--- config.mk ---
export PLATFORM = sky130hd
export DESIGN_NAME = pkt_word_framer
export DESIGN_NICKNAME = d
export VERILOG_FILES = /design/src/rtl/pwf_pkg.sv /design/src/rtl/pwf_ctrl.sv /design/src/rtl/pwf_lanemask.sv /design/src/rtl/pwf_dpath.sv /design/src/rtl/pkt_word_framer.sv
export SDC_FILE = /design/constraint.sdc
export NUM_CORES = 1
export LEC_CHECK = 0
export BUFFER_PORTS_ARGS = -buffer_cell sky130_fd_sc_hd__buf_2
export CORE_UTILIZATION = 40
export DETAILED_ROUTE_END_ITERATION = 7
export PLACE_DENSITY = 0.65
export SETUP_SLACK_MARGIN = 0.1
export SYNTH_ARGS = -nofsm -noshare
export SYNTH_HDL_FRONTEND = slang
export SYNTH_HIERARCHICAL = 1
export SYNTH_SLANG_ARGS = --single-unit
export TNS_END_PERCENT = 5
--- constraint.sdc ---
create_clock -name clk -period 2.3 [get_ports clk]
set_input_delay 0.23 -clock clk [delete_from_list [all_inputs] [get_ports clk]]
set_output_delay 0.23 -clock clk [all_outputs]
set_load 0.01 [all_outputs]
--- src/rtl/pwf_pkg.sv ---
package pwf_pkg;

  // Qualifier codes; the end code is {1'b1, byteCount}
  localparam logic [3:0] Q_IDLE  = 4'b0000;
  localparam logic [3:0] Q_START = 4'b0001;
  localparam logic [3:0] Q_INTER = 4'b0010;
  localparam logic [3:0] Q_STATA = 4'b0100;
  localparam logic [3:0] Q_STATB = 4'b0101;

  // Strobes from control to datapath
  typedef struct packed {
    logic takeWord;
    logic isEnd;
    logic grabStatus;
    logic showStatA;
    logic showStatB;
    logic showIdle;
  } pwf_ctl_t;

  // What the bus is currently showing
  typedef enum logic [2:0] {
    ST_IDLE,
    ST_BODY,
    ST_END,
    ST_STATA,
    ST_STATB
  } pwf_state_t;

endpackage

--- src/rtl/pwf_ctrl.sv ---
module pwf_ctrl
  import pwf_pkg::*;
#(
  parameter int CNT_W = 3
) (
  input  logic             clk,
  input  logic             rst,
  input  logic             rdStrobe,
  input  logic             inValid,
  input  logic             inLast,
  input  logic [CNT_W-1:0] inBytes,
  output logic             inReady,
  output pwf_ctl_t         ctl,
  output logic [CNT_W:0]   busQual
);

  localparam int QW = CNT_W + 1;

  pwf_state_t state, stateNext;
  logic [QW-1:0] qualReg, qualNext;
  logic wantData;

  assign wantData = (state == ST_IDLE) || (state == ST_BODY) || (state == ST_STATB);
  assign inReady  = rdStrobe && wantData;
  assign busQual  = qualReg;

  always_comb begin
    ctl       = '0;
    stateNext = state;
    qualNext  = qualReg;
    if (rdStrobe) begin
      unique case (state)
        ST_IDLE, ST_STATB, ST_BODY: begin
          if (inValid) begin
            ctl.takeWord   = 1'b1;
            ctl.isEnd      = inLast;
            ctl.grabStatus = inLast;
            if (inLast) begin
              qualNext  = {1'b1, inBytes};
              stateNext = ST_END;
            end else begin
              qualNext  = (state == ST_BODY) ? QW'(Q_INTER) : QW'(Q_START);
              stateNext = ST_BODY;
            end
          end else begin
            ctl.showIdle = 1'b1;
            qualNext     = QW'(Q_IDLE);
            stateNext    = (state == ST_BODY) ? ST_BODY : ST_IDLE;
          end
        end
        ST_END: begin
          ctl.showStatA = 1'b1;
          qualNext      = QW'(Q_STATA);
          stateNext     = ST_STATA;
        end
        ST_STATA: begin
          ctl.showStatB = 1'b1;
          qualNext      = QW'(Q_STATB);
          stateNext     = ST_STATB;
        end
        default: begin
          ctl.showIdle = 1'b1;
          qualNext     = QW'(Q_IDLE);
          stateNext    = ST_IDLE;
        end
      endcase
    end
  end

  always_ff @(posedge clk) begin
    if (rst) begin
      state   <= ST_IDLE;
      qualReg <= QW'(Q_IDLE);
    end else begin
      state   <= stateNext;
      qualReg <= qualNext;
    end
  end

endmodule

--- src/rtl/pwf_lanemask.sv ---
module pwf_lanemask #(
  parameter int BYTES = 8,
  parameter int CNT_W = 3
) (
  input  logic             bigEndian,
  input  logic             isEnd,
  input  logic [CNT_W-1:0] nBytes,
  output logic [BYTES-1:0] laneOn
);

  localparam int NW = CNT_W + 1;

  logic [NW-1:0] nEff;
  logic [NW-1:0] beFloor;

  assign nEff    = (nBytes == '0) ? NW'(BYTES) : {1'b0, nBytes};
  assign beFloor = NW'(BYTES) - nEff;

  for (genvar b = 0; b < BYTES; b++) begin : g_lane
    assign laneOn[b] = !isEnd ||
                       (bigEndian ? (NW'(b) >= beFloor) : (NW'(b) < nEff));
  end

endmodule

--- src/rtl/pwf_dpath.sv ---
module pwf_dpath
  import pwf_pkg::*;
#(
  parameter int DATA_W = 64,
  parameter int CNT_W  = 3
) (
  input  logic                clk,
  input  logic                rst,
  input  pwf_ctl_t            ctl,
  input  logic                bigEndian,
  input  logic [DATA_W-1:0]   inWord,
  input  logic [CNT_W-1:0]    inBytes,
  input  logic [DATA_W/2-1:0] statFirst,
  input  logic [DATA_W/2-1:0] statLast,
  output logic [DATA_W-1:0]   busData
);

  localparam int BYTES = DATA_W / 8;
  localparam int HW    = DATA_W / 2;

  logic [BYTES-1:0]  laneOn;
  logic [DATA_W-1:0] maskedWord;
  logic [HW-1:0]     statAReg, statBReg;
  logic [DATA_W-1:0] statAWord, statBWord;
  logic [DATA_W-1:0] dataReg;

  pwf_lanemask #(.BYTES(BYTES), .CNT_W(CNT_W)) lanes_i (
    .bigEndian (bigEndian),
    .isEnd     (ctl.isEnd),
    .nBytes    (inBytes),
    .laneOn    (laneOn)
  );

  for (genvar b = 0; b < BYTES; b++) begin : g_mask
    assign maskedWord[8*b +: 8] = laneOn[b] ? inWord[8*b +: 8] : 8'h00;
  end

  assign statAWord = bigEndian ? {statAReg, {HW{1'b0}}} : {{HW{1'b0}}, statAReg};
  assign statBWord = bigEndian ? {statBReg, {HW{1'b0}}} : {{HW{1'b0}}, statBReg};
  assign busData   = dataReg;

  always_ff @(posedge clk) begin
    if (rst) begin
      statAReg <= '0;
      statBReg <= '0;
    end else if (ctl.grabStatus) begin
      statAReg <= statFirst;
      statBReg <= statLast;
    end
  end

  always_ff @(posedge clk) begin
    if (rst) begin
      dataReg <= '0;
    end else if (ctl.takeWord) begin
      dataReg <= maskedWord;
    end else if (ctl.showStatA) begin
      dataReg <= statAWord;
    end else if (ctl.showStatB) begin
      dataReg <= statBWord;
    end else if (ctl.showIdle) begin
      dataReg <= '0;
    end
  end

endmodule

--- src/rtl/pkt_word_framer.sv ---
module pkt_word_framer
  import pwf_pkg::*;
#(
  parameter int DATA_W = 64,
  parameter int CNT_W  = 3
) (
  input  logic                clk,
  input  logic                rst,
  input  logic                bigEndian,
  input  logic [DATA_W-1:0]   inWord,
  input  logic                inValid,
  input  logic                inLast,
  input  logic [CNT_W-1:0]    inBytes,
  input  logic [DATA_W/2-1:0] statFirst,
  input  logic [DATA_W/2-1:0] statLast,
  output logic                inReady,
  input  logic                rdStrobe,
  output logic [DATA_W-1:0]   busData,
  output logic [CNT_W:0]      busQual
);

  pwf_ctl_t ctl;

  pwf_ctrl #(.CNT_W(CNT_W)) ctrl_i (
    .clk      (clk),
    .rst      (rst),
    .rdStrobe (rdStrobe),
    .inValid  (inValid),
    .inLast   (inLast),
    .inBytes  (inBytes),
    .inReady  (inReady),
    .ctl      (ctl),
    .busQual  (busQual)
  );

  pwf_dpath #(.DATA_W(DATA_W), .CNT_W(CNT_W)) dpath_i (
    .clk       (clk),
    .rst       (rst),
    .ctl       (ctl),
    .bigEndian (bigEndian),
    .inWord    (inWord),
    .inBytes   (inBytes),
    .statFirst (statFirst),
    .statLast  (statLast),
    .busData   (busData)
  );

endmodule

== Word level (Yosys, flattened, before mapping) ==
Index checks and enable logic that the tools add are counted.

* Register bits: 135
* Latch bits: 0
* RAM bits: 0
* Bits in read-only memories: 0
* Input bits: 137
* Output and inout bits: 69
* Logic and storage cells: 81
* Memories kept: 0

* Add/sub/neg operators: 1
* Multipliers: 0
* Divide/modulo/power cells: 0
* $lt $le $gt $ge: 16
* Eq/ne operators: 4
* Shift operators: 0
* Mux-type cells: 38
* Bitwise gates (word level): 0
* Reduce and logical (&&, ||, !) cells: 17

{| class="wikitable"
|+ Operators with widths
! operator !! number
|-
| two-way mux 64 bit || 6
|-
| two-way mux 8 bit || 8
|-
| greater-or-equal comparator 3 x 4 -> 1 bit (first input constant) || 4
|-
| less-than comparator 3 x 4 -> 1 bit (first input constant) || 4
|-
| two-way mux 1 bit || 12
|-
| two-way mux 4 bit || 3
|-
| case mux 4 bit (3 select lines) || 1
|-
| logical OR 1 bit || 10
|-
| two-way mux 3 bit || 3
|-
| case mux 3 bit (3 select lines) || 1
|-
| greater-or-equal comparator 1 x 4 -> 1 bit (first input constant) || 2
|-
| greater-or-equal comparator 2 x 4 -> 1 bit (first input constant) || 2
|-
| less-than comparator 1 x 4 -> 1 bit (first input constant) || 2
|-
| less-than comparator 2 x 4 -> 1 bit (first input constant) || 2
|-
| == test 3 x 2 -> 1 bit (second input constant) || 2
|-
| logical NOT 3 bit || 2
|-
| two-way mux 6 bit || 1
|-
| two-way mux 2 bit || 2
|-
| nonzero test 4 bit || 1
|-
| subtractor 4 bit (first input constant) || 1
|-
| == test 3 x 1 -> 1 bit (second input constant) || 1
|-
| == test 3 bit (second input constant) || 1
|-
| OR reduction 3 bit || 1
|-
| case mux 1 bit (2 select lines) || 1
|-
| other kinds (3) || 3
|}

== Longest topological paths before layout ==
Gate-level depths: netlist of the first run.

* Depth in word-level cells: 8
* Mapped depth: 12

== By module ==
Netlist of the first run, hierarchy kept.

{| class="wikitable"
|+ Modules (own cells, without submodules)
! module !! instances !! cells an instance !! area an instance (um^2) !! seq. area each (um^2)
|-
| pwf_dpath || 1 || 647 || 5667.9 || 2562.5
|-
| pwf_ctrl || 1 || 60 || 465.4 || 140.1
|-
| pwf_lanemask || 1 || 39 || 255.2 || 0.0
|}

== Worst setup path after synthesis of the first run ==
OpenSTA, ideal clock, no wires.

* Path type: register to register
* Start point: register ctrl_i.state[1]
* End point: register dpath_i.dataReg[10], in the netlist dpath_i/busData[10]
* Library setup time: 133 ps
* Arrival time: 1741 ps
* Required time: 2167 ps
* Setup slack: 425 ps
* Cell stages (with the launch flop): 8
* Cell sequence: dfxtp_1 -> and2b_1 -> and3_1 -> or4_4 -> buf_6 -> clkbuf_1 -> nor2_1 -> a311oi_1

{| class="wikitable"
|+ RTL lines
! what !! RTL line !! text
|-
| start, declared || pwf_ctrl.sv:19 || <nowiki>pwf_state_t state, stateNext;</nowiki>
|-
| start signal, assigned || pwf_ctrl.sv:75 || <nowiki>state <= stateNext;</nowiki>
|-
| end signal, assigned || pwf_dpath.sv:56 || <nowiki>dataReg <= maskedWord;</nowiki>
|-
| end signal, assigned || pwf_dpath.sv:58 || <nowiki>dataReg <= statAWord;</nowiki>
|-
| end signal, assigned || pwf_dpath.sv:60 || <nowiki>dataReg <= statBWord;</nowiki>
|-
| end, declared || pwf_dpath.sv:25 || <nowiki>logic [DATA_W-1:0] dataReg;</nowiki>
|}

==> impl_metrics.py, run 1 <==
metrics = {
    "finish": {
        "fin_area_um2": 8200,
        "final_nets": 1065,
        "layout_commonest_cell": "buf_2",
        "syn_to_final_growth_pct": 28.4,
        "drive_above_1_share_pct": 29.2,
        "final_cell_mix": "buf_2 (204), dfxtp_1 (133), nor2_1 (129)",
        "fin_util_pct": 53.4,
        "instances_no_fill": 1148,
        "n_fill_cell": 1520,
    },
    "critical_path": {
        "end_kind": "flip-flop",
        "path_cells": "buf_4, nor2b_1, and2_2, or4_4, buf_4, a311oi_1",
        "worstPathArrival_ps": 2450,
        "cpLargestDelayFamily": "simple AND/OR/NAND/NOR gates",
        "required_ps": 2620,
        "cp-start-kind": "flip-flop",
        "cp_slowest_cell": "or4_4",
        "cp_slowest_stage_delay_ps": 620,
        "critPathMaxFanout": 30,
        "critPathBufInv": 2,
        "path_common_cell": "buf_4",
        "crit_type": "flip-flop to flip-flop",
    },
    "timing": {
        "tns_ps": 0,
        "tightestPinTransition_ps": 685,
        "slew_headroom_pct": 54.3,
        "setup_viol": 0,
        "fmax_mhz": 470,
        "min_period_ps": 2130,
        "hold_viol": 0,
        "rsz0062_at_grt": "yes",
        "fin_crit_sh_pct": 92.5,
        "fin_skew_ps": 8.13,
        "slew_viol_final": 0,
    },
    "die": {
        "dieArea_um2": 16500,
        "fp.dieH_um": 128,
        "ios": 206,
        "initial_core_util_pct": 41.6,
        "coreArea_um2": 15400,
        "die_x_um": 128,
        "rows": 45,
    },
    "power": {
        "fin_total_pwr_mw": 6.68,
        "p_leak_nw": 3.49,
        "cell_internal_pwr_mw": 4.90,
        "power_switching_mw": 1.78,
        "ir_drop_mv": 0.502,
        "clock_power_share_pct": 43.9,
        "swShare_pct": 26.6,
        "p_seq_share_pct": 39.4,
        "power_density_nw_per_um2": 815,
        "combinationalPowerShare_pct": 16.7,
    },
    "global_route": {
        "grt_pass1_wl_um": 28400,
        "overflow": 0,
        "gr-usage-all-layers_pct": 22.3,
        "antenna_found_initial": 1,
        "grt_pass1_vias": 5414,
        "grt_max_degree": 99,
    },
    "clock_network": {
        "root_buffer": "clkbuf_16",
        "cts_resized": 0,
        "worstSkewPairLatency_ps": 420,
        "clk_pin_slew_ps": 60,
        "cts_num_sinks": 135,
        "cts_buffers": 17,
        "cts_hold_buf": 0,
        "cts_setup_buffers": 0,
        "clock_path_buffers": 2,
        "h-tree-depth": 4,
        "cts_tree": "done",
    },
    "placement": {
        "dpl.hpwl_um": 12600,
        "place_area_um2": 7510,
        "io_buffers": 205,
        "dp.cells": 1113,
        "place_congestion": 0.832,
    },
    "yosys": {
        "synthCells": 746,
        "synth_ff_type": "dfxtp_1",
        "syn_avg_cell_area_um2": 8.56,
        "synth_cell_type_count": 42,
        "async_flop_share_pct": 0,
        "synthesis.area_um2": 6390,
        "syn_nets": 888,
        "yosys_warnings": 6,
        "ys_ff_latch": 135,
        "ys_seq_area_share_pct": 42.3,
        "synth-edff-count": 0,
    },
    "route": {
        "drtPass1Iterations": 5,
        "wirelength_um": 18800,
        "wl_per_cell_um": 16.4,
        "drt_iter0_markers": 282,
        "routed_via_density": 5.16,
        "drc_errors": 0,
        "detail-route-antenna-nets": 0,
        "vias": 5921,
    },
    "run": {
        "drv_cap": 0,
    },
    "run_status": {
        "status": "completed",
    },
    "min_path": {
        "hold_path_class": "input pin to flip-flop",
    },
}
==> cells in the mapped netlist, types with 2 or more instances <==
cell type    n  share of area, %
nor2_1     130               7.6
dfxtp_1    135                42
nand2_1     74               4.3
clkbuf_1    36               2.1
o21ai_0     64               5.0
a31o_1       2              0.27
nor3b_1      4              0.47
inv_1        8              0.47
mux2i_1     64                10
and2_1      42               4.1
buf_6        9               1.6
a21oi_1     10              0.78
buf_1       10              0.59
o211ai_1     3              0.35
nand4_1      2              0.20
buf_2       11              0.86
ha_1         5              0.98
nand4b_1     2              0.27
nand2b_1     4              0.39
nor2b_1      6              0.59
a311oi_1    63               8.6
buf_4        2              0.23
nand3_1      5              0.39
o21ai_1      4              0.31
nor3_1       3              0.23
and3b_1     32               4.4
==> sequential cells by signal, indices dropped and copies added, names as in the netlist <==
register and count:
ctrl_i/busQual 4, ctrl_i/state 3, dpath_i/statAReg 32, dpath_i/busData 64, dpath_i/statBReg 32
==> worst paths after layout <==
kind | start | end | slack (ps) | cells past startpoint
max | ctrl_i/state[1] | dpath_i/busData[28] | 170 | 6
min | statFirst[27] | dpath_i/statAReg[27] | 50 | 3
max reg2reg | ctrl_i/state[1] | dpath_i/busData[28] | 170 | 6
min reg2reg | ctrl_i/busQual[2] | ctrl_i/busQual[2] | 460 | 2
==> final cells by class <==
cell class | count | area, µm² | area share [%]
antenna | 1 | 2.50 | 0.0305
clock buffer | 20 | 467 | 5.69
clock inverter | 12 | 174 | 2.12
inverter | 8 | 32.5 | 0.397
multi-input combinational | 534 | 3310 | 40.4
sequential | 135 | 2710 | 33.0
tap | 211 | 264 | 3.22
timing repair buffer | 227 | 1250 | 15.2
==> metrics by stage <==
step                      setup WS, ps  hold WS, ps
final                              173         47.9
after global routing              35.7         43.8
after CTS                          139         31.0
after detailed placement           148          452
after global placement             194          456
after floorplan                    425          299
==> cells by family (layout without fill, tap and decap cells) <==
logic type / after synthesis / in the layout / share of synthesized area [%]
buf+inv: 77 / 267 / 6.07
compound gates: 153 / 153 / 16.5
fa+ha+maj: 5 / 5 / 0.979
simple gates: 310 / 310 / 23.7
mux: 65 / 65 / 10.2
flops: 135 / 135 / 42.3
other cells: 0 / 1 / 0
xor+xnor: 1 / 1 / 0.255
==> routing by layer <==
layer,part of all wire [%],track usage (%),routed length [µm]
met1,45,28.9,8540
met2,48,36.4,9100
met3,5.4,4.86,1020
met4,0.96,7.89,181
met5,0,0,0
==> worst register-to-register path, cell delays in order (launching register included) <==
cell      delay [ps]
dfxtp_2          350
buf_4            160
nor2b_1          150
and2_2           220
or4_4            620
buf_4            270
a311oi_1         270
==> power groups by stage <==
stage / Sequential [mW] / Clock (mW) / Combinational (mW)
CTS: 2.63 / 2.98 / 1.07
detailed placement: 2.68 / 0 / 1.07
global route: 2.65 / 3.11 / 1.23
finish: 2.63 / 2.93 / 1.12
global placement: 2.68 / 0 / 1.06
floorplan: 2.73 / 0 / 0.618
(Power assumes the default switching activity.)
==> inputs of run 2 (changes only) <==
- PLACE_DENSITY: 0.65 -> 0.66
- SYNTH_HIERARCHICAL: 1 -> not set
==> impl_metrics.py, run 2 <==
metrics = {
    "run_status": {
        "status": "completed",
    },
    "placement": {
        "place_congestion": 0.842,
        "dpl.hpwl_um": 13000,
        "io_buffers": 205,
    },
    "power": {
        "power_density_nw_per_um2": 768,
        "p_leak_nw": 3.14,
        "ir_drop_mv": 0.530,
    },
    "timing": {
        "slew_headroom_pct": 50.8,
        "rsz0062_at_grt": "no",
        "holdWs_ps": 44.6,
        "setup_viol": 0,
        "fin_skew_ps": 5.74,
        "tightestPinTransition_ps": 733,
        "hold_viol": 0,
        "tns_ps": 0,
        "fmax_mhz": 503,
        "min_period_ps": 1990,
        "fin_crit_sh_pct": 86.4,
        "slew_viol_final": 0,
    },
    "clock_network": {
        "worstSkewPairLatency_ps": 420,
        "cts_tree": "done",
        "clk_pin_slew_ps": 60,
        "cts_buffers": 17,
        "cts_num_sinks": 135,
        "root_buffer": "clkbuf_16",
        "cts_setup_buffers": 0,
        "clock_path_buffers": 2,
        "h-tree-depth": 4,
    },
    "die": {
        "dieArea_um2": 15500,
        "initial_core_util_pct": 41.1,
        "coreArea_um2": 14600,
        "ios": 206,
        "die_x_um": 124,
        "rows": 44,
        "fp.dieH_um": 124,
    },
    "yosys": {
        "ys_ff_latch": 135,
        "synth_area_leader_cell": "dfxtp_1",
        "synthesis.area_um2": 6000,
        "synth_cell_type_count": 46,
        "synth_ff_type": "dfxtp_1",
        "synth_top_cell_area_share_pct": 45.0,
        "synth-edff-count": 0,
        "synth_common_cells": "dfxtp_1 (135), nand2_1 (135), a21oi_1 (110), nor2_1 (84)",
        "ys_seq_area_share_pct": 45.0,
        "synth.area.top_cells": "dfxtp_1 (45%), a21oi_1 (9.2%), nand2_1 (8.4%)",
        "yosys_warnings": 0,
        "synthCells": 762,
        "syn_avg_cell_area_um2": 7.88,
        "syn_nets": 903,
        "async_flop_share_pct": 0,
    },
    "finish": {
        "syn_to_final_growth_pct": 28.4,
        "final_cell_mix": "buf_2 (203), dfxtp_1 (135), nand2_1 (134)",
        "final_nets": 1076,
        "n_fill_cell": 1454,
        "seqCellArea_um2": 2700,
        "layout_commonest_cell": "buf_2",
        "largest_reg_flops": 64,
        "multi_input_area_um2": 2960,
        "drive_above_1_share_pct": 30.4,
    },
    "global_route": {
        "gr-usage-all-layers_pct": 23.9,
        "grt_pass1_wl_um": 29000,
        "grt_max_degree": 67,
        "overflow": 0,
        "grt_pass1_vias": 5435,
        "antenna_found_initial": 2,
    },
    "critical_path": {
        "cp-start-kind": "flip-flop",
        "timing.rr.start": "ctrl_i.state[0]",
        "required_ps": 2620,
        "cp_slowest_stage_delay_ps": 560,
        "end_kind": "flip-flop",
        "crit_type": "flip-flop to flip-flop",
        "cp_slowest_cell": "dfxtp_1",
        "path_cells": "and4b_2, buf_4, a22oi_2, o21ai_1, a21oi_1, nor3_1",
        "ff2ff_path_depth": 6,
        "r2r_end": "dpath_i.busData[9]",
        "crit_end": "dpath_i.busData[9]",
        "worstPathArrival_ps": 2310,
        "cp-startpoint": "ctrl_i.state[0]",
        "critPathMaxFanout": 13,
        "reg2reg_slack_ps": 310,
    },
    "route": {
        "detail-route-antenna-nets": 0,
        "vias": 5995,
        "wl_per_cell_um": 16.2,
        "drtPass1Iterations": 4,
        "routed_via_density": 5.29,
        "drc_errors": 0,
        "drt_iter0_markers": 490,
        "wirelength_um": 18400,
    },
    "min_path": {
        "hold_path_class": "input pin to flip-flop",
        "worstHoldPathCells": 3,
    },
    "run": {
        "drv_cap": 0,
    },
}
==> run 2: stage by stage <==
stage	utilization, %	instance area [µm²]	power [mW]	setup slack [ps]	std cells
finish	52.8	7710	5.92	312	1134
global route	52.8	7710	6.16	183	1134
CTS	52.8	7700	5.95	154	1132
detailed placement	48.8	7120	3.26	183	1100
global placement	48.8	7120	3.25	204	1100
floorplan	-	6000	2.96	751	762
==> run 2: worst min-delay path by stage <==
| stage | from | to | slack, ps |
|---|---|---|---|
| after global placement | dpath_i.statAReg[25] | dpath_i.statAReg[25] | 440 |
| after floorplan | statFirst[24] | dpath_i.statAReg[24] | 370 |
| after CTS | statFirst[13] | dpath_i.statAReg[13] | 30 |
| final | statFirst[19] | dpath_i.statAReg[19] | 40 |
| after global routing | statLast[21] | dpath_i.statBReg[21] | 40 |
| after detailed placement | dpath_i.statAReg[26] | dpath_i.statAReg[26] | 450 |
==> run 2: timing repair <==
action,in CTS,in global routing
endpoints found under the setup margin,0,65
hold buffers,0,0
gates resized for setup,0,1
hold endpoints to repair,0,0
==> run 2: cell families (layout without fill, tap and decap cells) <==
group                    count (synthesis)  after routing  synth area share, %
adder cells (fa/ha/maj)                  4              4                0.834
flip-flops                             135            135                 45.0
XOR/XNOR                                 1              1                0.271
other                                    0              2                    0
multiplexers                             1              1                0.167
AND/OR/NAND/NOR                        296            296                 21.2
buffers and inverters                   77            263                 6.21
AO/OA/AOI/OAI                          248            248                 26.2
==> run 2: layout make-up <==
type	count	share of cell area, %
flip-flops and latches	135	35.1
clock buffers	22	5.89
well taps	184	2.99
multi-input cells	550	38.4
inverters	12	0.584
repair buffers	219	15.4
diodes	2	0.0649
clock inverters	10	1.66
==> run 2: power by group <==
group	switching, mW	total, mW	leakage (nW)	internal, mW
Sequential	0.0621	2.51	1.10	2.45
Combinational	0.415	0.702	1.75	0.287
Clock	0.990	2.71	0.287	1.72
Total	1.47	5.92	3.14	4.45
==> run 2: worst max-delay path, delay by kind of cell (launching register included) <==
kind	cells	cell delay [ps]
DFF	1	560
buffers and inverters	1	250
and+or+nand+nor	2	770
AOI/OAI and AO/OA	3	300
==> run 2: per-layer routing <==
layer  share of wire (%)  GRT usage (%)  wire length (µm)  up-vias
met1                  48           34.3              8800     2774
met5                   0              0                 0        -
li1                    -              -                 -     3003
met4                 2.6           10.4               473        0
met2                  45           34.3              8210      187
met3                 5.1           4.85               945       31
